$ cat config.mk
export PLATFORM = sky130hd
export DESIGN_NAME = phase_commit_arbiter
export DESIGN_NICKNAME = d
export VERILOG_FILES = /design/src/rtl/pca_pkg.sv /design/src/rtl/pca_oldest_phase.sv /design/src/rtl/pca_rr_pick.sv /design/src/rtl/phase_commit_arbiter.sv
export SDC_FILE = /design/constraint.sdc
export NUM_CORES = 1
export LEC_CHECK = 0
export ABC_AREA = 1
export BUFFER_PORTS_ARGS = -buffer_cell sky130_fd_sc_hd__buf_2
export CAP_MARGIN = 20
export CORE_ASPECT_RATIO = 1.2
export CORE_MARGIN = 2
export CORE_UTILIZATION = 36
export DETAILED_ROUTE_END_ITERATION = 8
export HOLD_SLACK_MARGIN = 0.05
export PLACE_DENSITY = 0.64
export SLEW_MARGIN = 25
export SYNTH_ARGS = -nofsm -noshare
export SYNTH_HDL_FRONTEND = slang
export SYNTH_SLANG_ARGS = --single-unit
$ cat constraint.sdc
create_clock -name clk -period 5.65 [get_ports clk]
set_input_delay 0.2825 -clock clk [delete_from_list [all_inputs] [get_ports clk]]
set_output_delay 0.2825 -clock clk [all_outputs]
set_load 0.01 [all_outputs]
$ cat src/rtl/pca_pkg.sv
package pca_pkg;
  typedef enum logic {
    ARB_IDLE = 1'b0,
    ARB_HELD = 1'b1
  } arb_state_t;
endpackage

$ cat src/rtl/pca_oldest_phase.sv
module pca_oldest_phase #(
  parameter int N  = 4,
  parameter int PW = 4
) (
  input  logic [N-1:0]    act_i,
  input  logic [N*PW-1:0] phase_i,
  output logic [PW-1:0]   min_o,
  output logic            any_o
);
  always_comb begin
    min_o = '1;
    any_o = 1'b0;
    for (int i = 0; i < N; i++) begin
      if (act_i[i] && (!any_o || phase_i[i*PW +: PW] < min_o)) begin
        min_o = phase_i[i*PW +: PW];
        any_o = 1'b1;
      end
    end
  end
endmodule

$ cat src/rtl/pca_rr_pick.sv
module pca_rr_pick #(
  parameter int N  = 4,
  parameter int IW = 2
) (
  input  logic [N-1:0]  elig_i,
  input  logic [IW-1:0] ptr_i,
  output logic          found_o,
  output logic [IW-1:0] win_o
);
  int j;
  always_comb begin
    found_o = 1'b0;
    win_o   = '0;
    j       = 0;
    for (int k = 0; k < N; k++) begin
      j = int'(ptr_i) + k;
      if (j >= N) j = j - N;
      if (!found_o && elig_i[j]) begin
        found_o = 1'b1;
        win_o   = IW'(j);
      end
    end
  end
endmodule

$ cat src/rtl/phase_commit_arbiter.sv
module phase_commit_arbiter #(
  parameter int N  = 4,
  parameter int PW = 4
) (
  input  logic            clk,
  input  logic            rst,
  input  logic [N-1:0]    run_i,
  input  logic [N-1:0]    req_i,
  input  logic [N*PW-1:0] phase_i,
  input  logic [N-1:0]    done_i,
  output logic [N-1:0]    grant_o
);
  import pca_pkg::*;

  localparam int IW = (N < 2) ? 1 : $clog2(N);
  localparam logic [IW-1:0] LAST = IW'(N - 1);

  arb_state_t    st_q;
  logic [IW-1:0] holder_q;
  logic [IW-1:0] ptr_q;
  logic [N-1:0]  grant_q;

  logic [N-1:0]  active;
  logic [N-1:0]  elig;
  logic [PW-1:0] oldest;
  logic          any_act;
  logic          found;
  logic [IW-1:0] win;

  assign active = run_i | req_i;

  pca_oldest_phase #(.N(N), .PW(PW)) u_oldest (
    .act_i   (active),
    .phase_i (phase_i),
    .min_o   (oldest),
    .any_o   (any_act)
  );

  for (genvar g = 0; g < N; g++) begin : g_elig
    assign elig[g] = req_i[g] && any_act && (phase_i[g*PW +: PW] == oldest);
  end

  pca_rr_pick #(.N(N), .IW(IW)) u_pick (
    .elig_i  (elig),
    .ptr_i   (ptr_q),
    .found_o (found),
    .win_o   (win)
  );

  always_ff @(posedge clk) begin
    if (rst) begin
      st_q     <= ARB_IDLE;
      holder_q <= '0;
      ptr_q    <= '0;
      grant_q  <= '0;
    end else begin
      case (st_q)
        ARB_IDLE: begin
          if (found) begin
            st_q     <= ARB_HELD;
            holder_q <= win;
            grant_q  <= {{(N-1){1'b0}}, 1'b1} << win;
            ptr_q    <= (win == LAST) ? '0 : win + 1'b1;
          end
        end
        default: begin
          if (done_i[holder_q]) begin
            st_q    <= ARB_IDLE;
            grant_q <= '0;
          end
        end
      endcase
    end
  end

  assign grant_o = grant_q;
endmodule

==> metrics <==
area leader, netlist=nand2_1; Post-CTS Hold Buffers=0; met2 WL post-DR=between 2000 and 2500 µm; Sw Pwr=0.351 mW; Die W=64.3 µm; mapped cell area=around 1600 µm²; largest stage delay on the critical path=0.31 ns; Final Util=0.434; Leakage Power=approximately 1.0 nW; maximum VDD drop=just over 0.1 mV; Max-slew headroom=0.775; Syn-to-layout area delta=17.1%; ranking of synthesized cells by area=nand2_1 19%, nand3_1 13%, dfxtp_1 11%; die height=76.3 µm; fin crit share=0.874; switching portion of total power=0.540; met1 WL=1670 µm; HP Class=primary input to flop; wire per inst=10.6 µm; pwr dens=approximately 350 nW/µm²; Placed Instances=358; max-slew violation count=0; fmax=0.203 GHz; syn avg cell area=5.79 µm²; Worst-path clk slew=0.04 ns; highest-delay cell along the critical path=ha_1; # DRC=0; Worst Skew=0.000370 ns; ANT nets after route=0; top cell type's share of synthesized area=0.191; vias after detailed routing=1729; reg-to-reg startpoint=ptr_q[0]; Tot GR Track Use=0.166; Worst-Margin Slew=0.338 ns; Syn Nets=314; Hold Path Origin=rst; Starting Density=0.371; largest net degree at the start of global routing=10; CTS Sinks=9; number of port buffers=33; combinational share of power=0.723; Clock Power Share=0.111; met3 wire length=79 µm; RD Place Congestion=~0.86; Post-synth EDFFs=0; vias in the first global route=1654; ys async rst share=0; layout cells sized above 1=0.212; Synth Register Bits=9; Synth warnings=0; RSZ-0062 raised after global routing=no; # nets final=350; highest routed metal layer=met4; critical path data required time=approximately 5.8 ns; most common cell in the synthesized netlist=nand2_1; post-synthesis cell type count=29; Hold Vio Cnt, Final=0; Setup crit start kind=primary input; first-pass GRT wire length=6790 µm; core footprint=4230 µm²; Pint=approximately 0.3 mW; die footprint=4900 µm²; predominant post-synthesis flop cell=dfxtp_1; crit path max fanout=9; CP Capture Type=flop; drt first pass iters=4; CTS tree=built; H-tree lvl count=1; Setup crit start=req_i[0]; initial antenna violation count=0; # rows=26; fin cells=362; critical path type=primary input to flop; drt total wl=3830 µm; ant diodes=0; Synth top cells by count=80 x nand2_1, 40 x nand3_1, 39 x inv_1, 23 x nor2_1; Critical Path AT=5.10 ns; Clock Latency Late Sink=0.22 ns; post-synthesis sequential area ratio=0.115; grt total ovfl=0; Setup-failing EPs final=0; Seq pwr share=0.167; Root Driver=clkbuf_8; drt via density=4.78; most used cell, CP=nand2_1; # Max-Cap Violations=0; CTS buffer count=3; Mapped Cells=271; fin crit period=4.94 ns; IO Count=34; Iter 0 DRT Violations=47; DP HPWL=between 3000 and 4000 µm; status=finished, final reports clean; clock tree buffer depth=2; final setup TNS=0 ns
[flip-flops by register name (all words and copies together), names as in the netlist]
| signal | cells |
|---|---|
| ptr_q | 2 |
| st_q | 1 |
| holder_q | 2 |
| grant_o | 4 |
[kinds of logic (layout without fill, tap and decap cells)]
group / Yosys count / in the layout / synth area share
XOR/XNOR: 1 / 1 / 0.00558
AND/OR/NAND/NOR: 180 / 180 / 0.574
buffers and inverters: 41 / 76 / 0.101
adder cells (fa/ha/maj): 13 / 13 / 0.104
flip-flops: 9 / 9 / 0.115
AO/OA/AOI/OAI: 27 / 27 / 0.100
[final timing paths]
path         cells past startpoint    endpoint  slack (ns)
max                             37    ptr_q[0]        0.71
min                              2  grant_o[3]        0.29
max reg2reg                     13  grant_o[0]        3.53
min reg2reg                      2  grant_o[3]        0.48
[worst max-delay path, delay by kind of cell]
family	cells	cell delay, ns
AO/OA/AOI/OAI	5	0.96
adder cells (fa/ha/maj)	4	1.10
buffers and inverters	2	0.16
AND/OR/NAND/NOR	26	2.57
[power groups by stage]
stage               logic (mW)  registers (mW)  clock network, mW
floorplan                0.384           0.105                  0
global placement         0.471           0.110                  0
detailed placement       0.474           0.110                  0
CTS                      0.476           0.109             0.0735
global route             0.549           0.112             0.0775
finish                   0.469           0.108             0.0719
[layout by cell type (no fill, tap or decap), drive strengths merged]
master / netlist / routed
nand4: 7 / 7
o21a: 1 / 1
inv: 39 / 39
ha: 13 / 13
xor2: 1 / 1
and2: 1 / 1
dfxtp: 9 / 9
nand2: 97 / 97
a31oi: 1 / 1
or2: 3 / 3
nor2: 27 / 27
nand3b: 2 / 2
buf: 2 / 33
nand3: 43 / 43
clkbuf: 0 / 4
o32ai: 1 / 1
o21ai: 11 / 11
a21oi: 13 / 13
[per-stage QoR]
step | hold slack [ns] | setup WS [ns] | power (mW) | area, µm²
finish | 0.293 | 0.713 | 0.649 | 1840
global route | 0.301 | 0.0255 | 0.739 | 1840
global placement | 0.470 | 0.295 | 0.582 | 1790
detailed placement | 0.471 | 0.265 | 0.584 | 1790
floorplan | 0.352 | 1.11 | 0.488 | 1570
CTS | 0.296 | 0.483 | 0.658 | 1840
[cell type report]
class | count | area [µm²]
clock buffers | 4 | 45.0
fillers | 515 | 2390
multi-input cells | 221 | 1230
flip-flops and latches | 9 | 180
repair buffers | 33 | 165
inverters | 39 | 146
well taps | 56 | 70.1
[per-layer routing]
| layer | vias to the layer above | track usage |
|---|---|---|
| met4 | 0 | 0.0277 |
| met1 | 756 | 0.201 |
| met2 | 28 | 0.322 |
| met5 | - | 0 |
| met3 | 2 | 0.00443 |
| li1 | 943 | - |
[what timing repair did]
| item | CTS | global route |
|---|---|---|
| setup buffers | 0 | 0 |
| setup endpoints to repair | 0 | 6 |
| gates resized for setup | 0 | 3 |
Power figures use the tool's default switching activity.
